**src/rtl/seq1101_pkg.sv**
```systemverilog
`timescale 1ns/1ps
package seq1101_pkg;
  localparam int STATE_W = 2;

  typedef enum logic [STATE_W-1:0] {
    ST_IDLE  = 2'd0,
    ST_GOT1  = 2'd1,
    ST_GOT11 = 2'd2,
    ST_GOT110 = 2'd3
  } det_state_e;
endpackage

```
**src/rtl/seq1101_rst_sync.sv**
```systemverilog
`timescale 1ns/1ps
module seq1101_rst_sync #(
  parameter int STAGES = 2
) (
  input  logic clk,
  input  logic rst_n,
  output logic rst_sync_n
);
  localparam int LAST = STAGES - 1;

  logic [LAST:0] chain_q;

  generate
    if (STAGES == 1) begin : g_single
      always_ff @(posedge clk or negedge rst_n) begin
        if (!rst_n) chain_q <= '0;
        else        chain_q <= 1'b1;
      end
    end else begin : g_multi
      always_ff @(posedge clk or negedge rst_n) begin
        if (!rst_n) chain_q <= '0;
        else        chain_q <= {chain_q[LAST-1:0], 1'b1};
      end
    end
  endgenerate

  assign rst_sync_n = chain_q[LAST];
endmodule

```
**src/rtl/seq1101_next_logic.sv**
```systemverilog
`timescale 1ns/1ps
module seq1101_next_logic
  import seq1101_pkg::*;
(
  input  det_state_e cur_st,
  input  logic       bit_i,
  output det_state_e nxt_st,
  output logic       hit
);
  always_comb begin
    nxt_st = ST_IDLE;
    hit    = 1'b0;
    unique case (cur_st)
      ST_IDLE:   nxt_st = bit_i ? ST_GOT1  : ST_IDLE;
      ST_GOT1:   nxt_st = bit_i ? ST_GOT11 : ST_IDLE;
      ST_GOT11:  nxt_st = bit_i ? ST_GOT11 : ST_GOT110;
      ST_GOT110: begin
        nxt_st = bit_i ? ST_GOT1 : ST_IDLE;
        hit    = bit_i;
      end
      default:   nxt_st = ST_IDLE;
    endcase
  end
endmodule

```
**src/rtl/seq1101_state_reg.sv**
```systemverilog
`timescale 1ns/1ps
module seq1101_state_reg
  import seq1101_pkg::*;
(
  input  logic       clk,
  input  logic       rst_sync_n,
  input  logic       upd_en,
  input  det_state_e nxt_st,
  output det_state_e cur_st
);
  always_ff @(posedge clk or negedge rst_sync_n) begin
    if (!rst_sync_n)  cur_st <= ST_IDLE;
    else if (upd_en)  cur_st <= nxt_st;
  end
endmodule

```
**src/rtl/seq1101_detector.sv**
```systemverilog
`timescale 1ns/1ps
module seq1101_detector
  import seq1101_pkg::*;
#(
  parameter int RST_STAGES = 2
) (
  input  logic clk,
  input  logic rst_n,
  input  logic bit_i,
  output logic det_o
);
  logic       rst_sync_n;
  det_state_e cur_st;
  det_state_e nxt_st;
  logic       hit;
  logic       upd_en;

  assign upd_en = 1'b1;

  seq1101_rst_sync #(.STAGES(RST_STAGES)) u_rst (
    .clk        (clk),
    .rst_n      (rst_n),
    .rst_sync_n (rst_sync_n)
  );

  seq1101_next_logic u_next (
    .cur_st (cur_st),
    .bit_i  (bit_i),
    .nxt_st (nxt_st),
    .hit    (hit)
  );

  seq1101_state_reg u_reg (
    .clk        (clk),
    .rst_sync_n (rst_sync_n),
    .upd_en     (upd_en),
    .nxt_st     (nxt_st),
    .cur_st     (cur_st)
  );

  assign det_o = hit;


  idle_in_reset_chk: assert property (@(posedge clk)
    !rst_sync_n |-> (cur_st == ST_IDLE && !det_o));


  det_needs_bit_chk: assert property (@(posedge clk) disable iff (!rst_sync_n)
    det_o |-> bit_i);


  det_needs_110_chk: assert property (@(posedge clk) disable iff (!rst_sync_n)
    det_o |-> (!$past(bit_i, 1) && $past(bit_i, 2) && $past(bit_i, 3)));


  overlap_keeps_one_chk: assert property (@(posedge clk) disable iff (!rst_sync_n)
    det_o |=> (cur_st == ST_GOT1));


  ones_hold_chk: assert property (@(posedge clk) disable iff (!rst_sync_n)
    (cur_st == ST_GOT11 && bit_i) |=> (cur_st == ST_GOT11));


  zero_clears_chk: assert property (@(posedge clk) disable iff (!rst_sync_n)
    (cur_st == ST_GOT110 && !bit_i) |=> (cur_st == ST_IDLE));
endmodule

```
**config.mk**
```make
export PLATFORM = sky130hd
export DESIGN_NAME = seq1101_detector
export DESIGN_NICKNAME = d
export VERILOG_FILES = /design/src/rtl/seq1101_pkg.sv /design/src/rtl/seq1101_rst_sync.sv /design/src/rtl/seq1101_next_logic.sv /design/src/rtl/seq1101_state_reg.sv /design/src/rtl/seq1101_detector.sv
export SDC_FILE = /design/constraint.sdc
export NUM_CORES = 1
export LEC_CHECK = 0
export BUFFER_PORTS_ARGS = -buffer_cell sky130_fd_sc_hd__buf_2
export CAP_MARGIN = 20
export CORE_AREA = 2 2 39 41
export CTS_CLUSTER_SIZE = 24
export DETAILED_ROUTE_END_ITERATION = 10
export DIE_AREA = 0 0 41 43
export GPL_ROUTABILITY_DRIVEN = 0
export GPL_TIMING_DRIVEN = 0
export PLACE_DENSITY = 0.37
export SKIP_LAST_GASP = 1
export SYNTH_ARGS = -nofsm -noshare
export SYNTH_HDL_FRONTEND = slang
export SYNTH_SLANG_ARGS = --single-unit
```
**constraint.sdc**
```tcl
create_clock -name clk -period 0.9 [get_ports clk]
set_clock_uncertainty 0.2 [all_clocks]
set_input_delay 0.09 -clock clk [delete_from_list [all_inputs] [get_ports clk]]
set_output_delay 0.09 -clock clk [all_outputs]
set_load 0.005 [all_outputs]
```
==> key figures <==
Worst hold path
  • Hold Path Class: reg2async

Logic synthesis
  • Syn. warnings: 0
  • Post-synth top area share: 0.5517
  • Distinct cell type count after synthesis: 7
  • Post-synth net total: 19
  • Cells after synthesis: 13
  • Sequential-to-total area share from yosys stat: 0.5517
  • Syn Area/Cell: between 10 and 15 µm²
  • Biggest area consumer among synthesized cells: dfrtp_1
  • Area contributors post-synth: dfrtp_1, ha_1, mux2_4
  • Mapped cell area: 181.4 µm²
  • Synth Register Bits: 4

Timing
  • Final period utilization: 1.473
  • RSZ-0062 raised after global routing: true
  • Slew Limit Fails: 0
  • PnR worst setup slack: -0.4261 ns
  • Setup_tns: -1.193 ns
  • Final setup vio count: 3
  • Max Freq: roughly 750 MHz
  • Fin Hold WS: -0.1790 ns
  • Final hold violation count: 6
  • Period minus WS final: 1.326 ns

Clock network
  • CTS Buf Count: 3
  • CTS tree: done
  • CTS Hold Bufs: 1
  • Root Driver: clkbuf_4
  • Clk slew on worst S/H paths: about 0.04 ns
  • CTS max path bufs: 2
  • Worst-skew pair later-pin latency: 0.23 ns
  • Clock sinks: 4
  • H-Tree Depth: 1

Global routing
  • Total gr overflow: 0
  • Initial antenna violation count: 0
  • Total global-route track usage: 0.04637
  • Largest net degree at the start of global routing: 4
  • Vias in the first global route: 138
  • Global-route wire length before repair: roughly 470 µm

Final layout
  • Nets: 29
  • Commonest non-fill, non-tap cell in the layout: dfrtp_1
  • Most frequent cells in the layout: dfrtp_1, clkbuf_4
  • Diode count: 0
  • Fin area: between 200 and 300 µm²
  • Area growth syn-to-layout: 58.62%
  • Fillers: roughly 160
  • Layout cells sized above 1: 0.5714

Floorplan
  • Placeable Area: between 1000 and 1500 µm²
  • Die area: 1763 µm²
  • Die height: around 43 µm
  • Initial core utilization: 0.1311
  • FP Rows: 14
  • Overall die width: around 41 µm
  • I/O Pins: 4

Routing
  • TritonRoute pass-1 iters: 1
  • DR WL/cell: around 7.5 µm
  • Drt first-iter violations: 0
  • Via count: about 110
  • Via/cell ratio: 3.081
  • Post-route ant nets: 0
  • WL final: roughly 280 µm
  • DR DRC count: 0

Setup path
  • CP Depth: 3
  • Crit Path Class: reg2out
  • FF-to-FF path depth: 3
  • Crit-path cells: ha_2 -> and2_4 -> buf_6
  • Worst EP arrival: between 1 and 1.5 ns
  • CP max stage cell: dfrtp_1
  • Slowest stage delay, CP: 0.39 ns
  • Worst Setup End Kind: output pin
  • CP Data Required Time: roughly 0.6 ns
  • CP delay by family, top: flip-flops
  • Startpoint types: flip-flop
  • CP Buf/Inv Count: 1
  • Crit Path Max Fanout: 3

Status
  • Status: finished, violations left
  • Failing checks: negative hold slack, negative setup slack

Pwr
  • PwrDens: about 2700 nW/µm²
  • Worst VDD drop: between 0.6 and 0.7 mV
  • P_leak: ~0.14 nW

Place
  • Cell Area, Placed: ~220 µm²
  • Port Buffers: 3

Flow run
  • Max-cap viol count: 0
routing by layer:
layer,GRT usage,vias to the layer above,routed length [µm]
li1,-,55,-
met1,0.03583,55,111
met2,0.06250,4,141
met3,0.03141,0,23
met4,0.06000,0,0
met5,0,-,0
power breakdown:
part	total, W	switching (W)	internal [W]
Combinational	0.000282	0.0000976	0.000185
Sequential	0.000262	0.0000362	0.000226
Clock	0.000223	0.0000734	0.000149
Total	0.000767	0.000207	0.000560
cell families after synthesis:
group	Yosys count	synth area share
fa+ha+maj	3	0.2069
mux	2	0.1448
simple gates	1	0.03450
other cells	1	0.02067
flops	4	0.5517
buf+inv	2	0.04139
worst reg2reg max path, cell delays in order, from the launching register on:
cell and delay [ns]:
dfrtp_1 0.37, inv_1 0.06, ha_1 0.28, mux2_4 0.26
per-stage QoR:
step,total power (W),instances,utilization,hold slack [ns],setup WS [ns]
final,0.0007673,37,0.2080,-0.1790,-0.4261
after global routing,0.0008311,37,0.2080,-0.1711,-0.4763
after CTS,0.0007012,37,0.1872,-0.1766,-0.4343
after detailed placement,0.0004328,32,0.1564,-0.3214,-0.3604
after global placement,0.0004134,32,0.1564,-0.3253,-0.3414
after floorplan,0.0003861,13,-,-0.4056,-0.3242
flip-flops by register name, indices dropped and copies added (netlist names):
register       cells
u_reg.cur_st       2
u_rst.chain_q      2
path summary, 6_finish.rpt:
check | end | slack (ns) | start
worst min register to register | u_reg.cur_st[0]$_DFF_PN0_ | -0.18 | u_rst.chain_q[1]$_DFF_PN0_
min in group clk | u_reg.cur_st[1]$_DFF_PN0_ | -0.05 | bit_i
worst max register to register | u_reg.cur_st[0]$_DFF_PN0_ | -0.38 | u_reg.cur_st[0]$_DFF_PN0_
worst max-delay path | det_o | -0.43 | u_reg.cur_st[1]$_DFF_PN0_
worst min-delay path | u_reg.cur_st[0]$_DFF_PN0_ | -0.18 | u_rst.chain_q[1]$_DFF_PN0_
max in group asynchronous | u_rst.chain_q[0]$_DFF_PN0_ | 0.44 | rst_n
cell type report:
type                            instances  area, µm²  share of cell area
Timing Repair Buffer                    5      42.54              0.1478
Inverter                                2      7.507             0.02609
Multi-Input combinational cell          7      95.09              0.3304
Tap cell                               16      20.02             0.06957
Sequential cell                         4      100.1              0.3478
Clock buffer                            3      22.52             0.07826
what timing repair did:
action                                  in CTS  in global routing
hold endpoints to repair                     6                  6
pin swaps                                    0                  3
gates resized for setup                      1                  6
endpoints found under the setup margin       3                  3
buffers inserted                             1                  0
cells in the mapped netlist, drive strengths merged:
cell type / n
and2: 1
conb: 1
dfrtp: 4
ha: 3
inv: 2
mux2: 2
Power figures use the tool's default switching activity.
